--- src/rtl/gtc_pkg.sv ---
package gtc_pkg;
  localparam int CTL_W = 5;

  // Control register, bit 0 first: run, gate, ext_src, fast, irq_en
  typedef struct packed {
    logic irq_en;
    logic fast;
    logic ext_src;
    logic gate;
    logic run;
  } gtc_ctl_t;
endpackage

--- src/rtl/gtc_prescale.sv ---
module gtc_prescale #(
  parameter int SLOW_DIV = 12,
  parameter int FAST_DIV = 6
) (
  input  logic clk,
  input  logic rst_n,
  input  logic run,
  input  logic fast,
  input  logic force_slow,
  output logic tick
);
  localparam int PW = $clog2(SLOW_DIV);

  logic [PW-1:0] ph_q, ph_d, last_ph;

  always_comb begin
    last_ph = (fast && !force_slow) ? PW'(FAST_DIV - 1) : PW'(SLOW_DIV - 1);
    tick    = run && (ph_q >= last_ph);
    if (!run)      ph_d = '0;
    else if (tick) ph_d = '0;
    else           ph_d = ph_q + 1'b1;
  end

  always_ff @(posedge clk or negedge rst_n) begin
    if (!rst_n) ph_q <= '0;
    else        ph_q <= ph_d;
  end

  // phase starts from zero on the first cycle run is seen set
  assert_start_phase_zero_R12: assert property (@(posedge clk) disable iff (!rst_n)
    (run && !$past(run)) |-> (ph_q == '0));
endmodule

--- src/rtl/gtc_edge_sync.sv ---
module gtc_edge_sync #(
  parameter int STAGES = 2
) (
  input  logic clk,
  input  logic rst_n,
  input  logic pin,
  output logic fall
);
  logic [STAGES:0] sh_q, sh_d;

  always_comb begin
    sh_d = {sh_q[STAGES-1:0], pin};
    fall = sh_q[STAGES] && !sh_q[STAGES-1];
  end

  always_ff @(posedge clk or negedge rst_n) begin
    if (!rst_n) sh_q <= '0;
    else        sh_q <= sh_d;
  end

  // one pulse per detected edge
  assert_single_pulse_R6: assert property (@(posedge clk) disable iff (!rst_n)
    fall |=> !fall);
endmodule

--- src/rtl/gtc_count13.sv ---
module gtc_count13 #(
  parameter int DW      = 8,
  parameter int LO_BITS = 5
) (
  input  logic          clk,
  input  logic          rst_n,
  input  logic          wr_hi,
  input  logic          wr_lo,
  input  logic [DW-1:0] wdata,
  input  logic          inc,
  output logic [DW-1:0] hi,
  output logic [DW-1:0] lo,
  output logic          wrap
);
  localparam int CW = DW + LO_BITS;

  logic [DW-1:0] hi_q, hi_d, lo_q, lo_d;
  logic [CW-1:0] cnt, cnt_inc;
  logic          wr_any;

  always_comb begin
    wr_any  = wr_hi || wr_lo;
    cnt     = {hi_q, lo_q[LO_BITS-1:0]};
    cnt_inc = cnt + 1'b1;
    wrap    = inc && !wr_any && (&cnt);
    hi_d    = hi_q;
    lo_d    = lo_q;
    if (wr_any) begin
      if (wr_hi) hi_d = wdata;
      if (wr_lo) lo_d = wdata;
    end else if (inc) begin
      hi_d               = cnt_inc[CW-1:LO_BITS];
      lo_d[LO_BITS-1:0]  = cnt_inc[LO_BITS-1:0];
    end
  end

  always_ff @(posedge clk or negedge rst_n) begin
    if (!rst_n) begin
      hi_q <= '0;
      lo_q <= '0;
    end else begin
      hi_q <= hi_d;
      lo_q <= lo_d;
    end
  end

  assign hi = hi_q;
  assign lo = lo_q;

  // write wins over increment
  assert_write_wins_R11: assert property (@(posedge clk) disable iff (!rst_n)
    wr_hi |=> (hi_q == $past(wdata)));
  // the all-ones count rolls to zero
  assert_roll_to_zero_R8: assert property (@(posedge clk) disable iff (!rst_n)
    (inc && !wr_any && (&cnt)) |=> (cnt == '0));

  generate
    if (LO_BITS < DW) begin : g_spare
      // spare low-byte bits untouched by counting
      assert_spare_bits_hold_R7: assert property (@(posedge clk) disable iff (!rst_n)
        !wr_lo |=> $stable(lo_q[DW-1:LO_BITS]));
    end
  endgenerate
endmodule

--- src/rtl/gtc_timer13.sv ---
module gtc_timer13 #(
  parameter int DW          = 8,
  parameter int LO_BITS     = 5,
  parameter int SLOW_DIV    = 12,
  parameter int FAST_DIV    = 6,
  parameter int SYNC_STAGES = 2
) (
  input  logic          clk,
  input  logic          rst_n,
  input  logic [DW-1:0] bus_wdata,
  input  logic          hi_wr,
  input  logic          lo_wr,
  input  logic          ctl_wr,
  input  logic          opt_slow,
  input  logic          gate_pin,
  input  logic          count_pin,
  input  logic          ovf_clr,
  input  logic          irq_ack,
  output logic [DW-1:0] cnt_hi,
  output logic [DW-1:0] cnt_lo,
  output logic          ovf_flag,
  output logic          irq_req
);
  import gtc_pkg::*;

  gtc_ctl_t ctl_q, ctl_d;
  logic     flag_q, flag_d;
  logic     tick, fall, cnt_en, wrap, gate_ok;

  always_comb begin
    ctl_d = ctl_q;
    if (ctl_wr) ctl_d = gtc_ctl_t'(bus_wdata[CTL_W-1:0]);
    gate_ok = !ctl_q.gate || gate_pin;
    cnt_en  = ctl_q.run && gate_ok && (ctl_q.ext_src ? fall : tick);
    flag_d  = flag_q;
    if (wrap)                    flag_d = 1'b1;
    else if (ovf_clr || irq_ack) flag_d = 1'b0;
  end

  always_ff @(posedge clk or negedge rst_n) begin
    if (!rst_n) begin
      ctl_q  <= '0;
      flag_q <= 1'b0;
    end else begin
      ctl_q  <= ctl_d;
      flag_q <= flag_d;
    end
  end

  gtc_prescale #(.SLOW_DIV(SLOW_DIV), .FAST_DIV(FAST_DIV)) u_presc (
    .clk(clk), .rst_n(rst_n), .run(ctl_q.run), .fast(ctl_q.fast),
    .force_slow(opt_slow), .tick(tick));

  gtc_edge_sync #(.STAGES(SYNC_STAGES)) u_sync (
    .clk(clk), .rst_n(rst_n), .pin(count_pin), .fall(fall));

  gtc_count13 #(.DW(DW), .LO_BITS(LO_BITS)) u_cnt (
    .clk(clk), .rst_n(rst_n), .wr_hi(hi_wr), .wr_lo(lo_wr), .wdata(bus_wdata),
    .inc(cnt_en), .hi(cnt_hi), .lo(cnt_lo), .wrap(wrap));

  assign ovf_flag = flag_q;
  assign irq_req  = flag_q && ctl_q.irq_en;

  // no enable and no write means the count holds
  assert_hold_when_idle_R5: assert property (@(posedge clk) disable iff (!rst_n)
    (!cnt_en && !hi_wr && !lo_wr) |=> $stable({cnt_hi, cnt_lo}));
  // a wrap always leaves the flag set
  assert_wrap_sets_flag_R8: assert property (@(posedge clk) disable iff (!rst_n)
    wrap |=> ovf_flag);
  // clear or acknowledge without a wrap drops the flag
  assert_clear_drops_flag_R10: assert property (@(posedge clk) disable iff (!rst_n)
    ((ovf_clr || irq_ack) && !wrap) |=> !ovf_flag);
endmodule

--- config.mk ---
export PLATFORM = sky130hd
export DESIGN_NAME = gtc_timer13
export DESIGN_NICKNAME = d
export VERILOG_FILES = /design/src/rtl/gtc_pkg.sv /design/src/rtl/gtc_prescale.sv /design/src/rtl/gtc_edge_sync.sv /design/src/rtl/gtc_count13.sv /design/src/rtl/gtc_timer13.sv
export SDC_FILE = /design/constraint.sdc
export NUM_CORES = 1
export LEC_CHECK = 0
export BUFFER_PORTS_ARGS = -buffer_cell sky130_fd_sc_hd__buf_2
export CAP_MARGIN = 20
export CORE_MARGIN = 8
export CORE_UTILIZATION = 59
export CTS_BUF_LIST = sky130_fd_sc_hd__clkbuf_4
export DETAILED_ROUTE_END_ITERATION = 10
export PLACE_DENSITY = 0.95
export SETUP_SLACK_MARGIN = 0.02
export SLEW_MARGIN = 15
export SYNTH_ARGS = -nofsm -noshare
export SYNTH_HDL_FRONTEND = slang
export SYNTH_HIERARCHICAL = 1
export SYNTH_SLANG_ARGS = --single-unit
--- constraint.sdc ---
create_clock -name clk -period 3.2 [get_ports clk]
set_clock_uncertainty 0.05 [all_clocks]
set_input_delay 0.32 -clock clk [delete_from_list [all_inputs] [get_ports clk]]
set_output_delay 0.32 -clock clk [all_outputs]
set_load 0.1 [all_outputs]
==> results.md <==
- Status: completed
- PD cells: 526 nW/um^2
- Routed wl met2: 1.54 mm
- R2R setup slack: 0.50 ns
- Worst-Margin Slew: 0.643 ns
- Startpoint Class: flop
- WL/cell: 15.8 microns
- FF-to-FF Start: ctl_q[3]
- Final total power: 0.892 mW
- Die Y: 65.5 microns
- Resized cells post-CTS: 0
- Max-Slew Margin vs Limit: 57.1%
- Netlist cell types: 34
- Crit-path slowest cell: nor2b_1
- Layout cells sized above 1: 29.5%
- Worst path required time: 3.41 ns
- Starting Density: 60.0%
- Synth Net Count: 160
- Fin Setup TNS: 0 ns
- Asr flop ratio synth: 100%
- Post-Synth Simple-Gate Area: 21.0%
- RSZ-0062 raised after global routing: no
- N_diodes: 0
- Via/cell ratio: 5.57
- Inst Count DP: 198
- Cell area after synthesis: 1450 sq um
- Crit Path Max Fanout: 7
- Hold Slack: 0.0460 ns
- Vias in the first global route: 1256
- Worst hold path class: input pin to flop
- Core footprint: 2410 sq um
- RePlAce Congestion: 0.878
- Die width: 65.5 microns
- Leak: 0.795 nW
- Largest area contributor in the netlist: dfrtp_1
- Total Routed Length: 3.25 mm
- Root Buffer: clkbuf_4
- Post-DP Area: 1640 sq um
- Ys flop type: dfrtp_1
- Slew Limit Fails: 0
- Clk slew on worst S/H paths: 0.09 ns
- Routed length on met3: 270 microns
- Arr. time, crit path: 2.90 ns
- Post-Synth XOR/XNOR Area: 7.27%
- Iter 0 DRT Violations: 69
- Hold Buf Count CTS: 1
- CTS max path bufs: 2
- H-tree levels: 2
- Maximum clock frequency: 370 MHz
- Worst vdd ir: 0.428 mV
- Critical path class: flop to flop
- Seq cells post-synth: 29
- Worst path bufs/invs: 0
- Total die area: 4290 sq um
- First-pass GRT wire length: 5.59 mm
- I/O Buffers: 35
- CP endpoint kind: flop
- Post-route ant nets: 0
- Skew-Pair Late Insertion Delay: 0.33 ns
- EDFF count, synth: 0
- Hold_sp: count_pin
- DRT met1 WL: 1.36 mm
- Nets@finish: 198
- Final hold violations: 0
- Post-CTS setup repair buffer count: 0
- All-Layer GR Usage: 16.8%
- Ratio of final minimum period to clock period: 84.4%
- Depth of the worst register-to-register path: 12
- Synth Area in Compound Gates: 8.30%
- Syn-to-layout area delta: 17.3%
- DRC Markers: 0
- First-pass DRT Iterations: 4
- Max-cap viol count: 0
- Cells after Synth: 138
- Grt ovf: 0
- Most frequent cells after synthesis: 29 x dfrtp_1, 18 x nand2_1, 14 x o21ai_0
- Largest net degree at the start of global routing: 30
- Clock sink total: 29
- Max incr delay on CP: 0.54 ns
- Fin area: 1700 sq um
- Largest cells by area after synthesis: dfrtp_1 50%, o21ai_0 4.8%, nand2_1 4.7%
- Worst slack, placed: 0.567 ns
- Sequential-to-total area share from yosys stat: 50.2%
- Synth top area share: 50.2%
- Avg Cell Area, Syn: 10.5 sq um
- Final Setup Violations: 0
- CP cell instances: nand2b_4, ha_1, nor2_2, o21ai_2, a21oi_1, nor2_1, mux2i_1, nor3_1, nor2b_1, nand4b_1, or3_1, o211ai_1
- R2r endpoint: u_cnt/hi[7]
- Fin crit period: 2.70 ns
- Largest family of logic cells by synthesized area: simple AND/OR/NAND/NOR gates
- Top Family by Delay on Critical Path: simple AND/OR/NAND/NOR gates
- Non-Filler Instances: 206
- Vias: 1148
- Multiplexer area fraction after synthesis: 7.53%
- Post-Synth Adder-Cell Area: 3.46%
- Uppermost routed layer: met4
- Top Ports: 36
- Hold path depth: 1
- Initial antenna violation count: 0
- Slack of the critical path: 0.500 ns
- Top-count cell post-synth: dfrtp_1
- Total CTS buffers: 5
- Fin util: 70.4%
- Synth warn: 6
- Hpwl dp: 2.43 mm
- Hold Path Sink: u_sync/sh_q[0]
- Placement Rows: 18
- CTS tree: done
-- cell families after synthesis --
family,after synthesis
compound gates,20
xor+xnor,12
fa+ha+maj,4
buf+inv,8
flops,29
mux,10
simple gates,55
-- report_power, final --
| group | switching, mW | internal (mW) | total, mW |
|---|---|---|---|
| clock network | 0.122 | 0.0879 | 0.210 |
| logic | 0.198 | 0.0556 | 0.254 |
| registers | 0.0311 | 0.397 | 0.428 |
-- worst max path at each step --
stage	cells past startpoint	startpoint	end
after floorplan	6	u_cnt/lo[0]	u_cnt/lo[4]
after global placement	13	opt_slow	u_cnt/hi[7]
after detailed placement	13	opt_slow	u_cnt/hi[7]
after CTS	12	ctl_q[3]	u_cnt/hi[7]
after global routing	12	ctl_q[3]	u_cnt/hi[7]
final	12	ctl_q[3]	u_cnt/hi[7]
-- cells in the final DEF, fill, tap and decap left out, types with 4 or more instances in the layout --
cell / instances
and2_1: 4
buf_2: 35
clkbuf_4: 6
dfrtp_1: 29
ha_1: 4
mux2_1: 4
nand2_1: 18
nand3_1: 8
nor2_1: 4
o21ai_0: 14
xnor2_1: 6
xor2_1: 6
-- routing by layer --
layer / track usage, % / vias up
met5: 0 / -
met4: 9.54 / 0
met3: 5.95 / 7
met2: 26.0 / 45
met1: 19.9 / 544
li1: - / 552
-- worst reg2reg max path, cell delays in order, from the launching register on --
cell	delay [ns]
dfrtp_1	0.41
nand2b_4	0.10
ha_1	0.19
nor2_2	0.05
o21ai_2	0.14
a21oi_1	0.05
nor2_1	0.10
mux2i_1	0.08
nor3_1	0.30
nor2b_1	0.54
nand4b_1	0.15
or3_1	0.36
o211ai_1	0.10
-- final cells by class --
type | count | area [sq um]
clock inverters | 1 | 3.75
flip-flops and latches | 29 | 726
inverters | 3 | 11.3
clock buffers | 6 | 45.0
fillers | 174 | 713
multi-input cells | 101 | 688
repair buffers | 36 | 185
well taps | 30 | 37.5
-- state kept, by name, summed over array words and instances (netlist names) --
| register | count |
|---|---|
| u_cnt/hi | 8 |
| u_cnt/lo | 8 |
| u_presc/ph_q | 4 |
| u_sync/sh_q | 3 |
| ovf_flag | 1 |
| ctl_q | 5 |
Power figures use the tool's default switching activity.
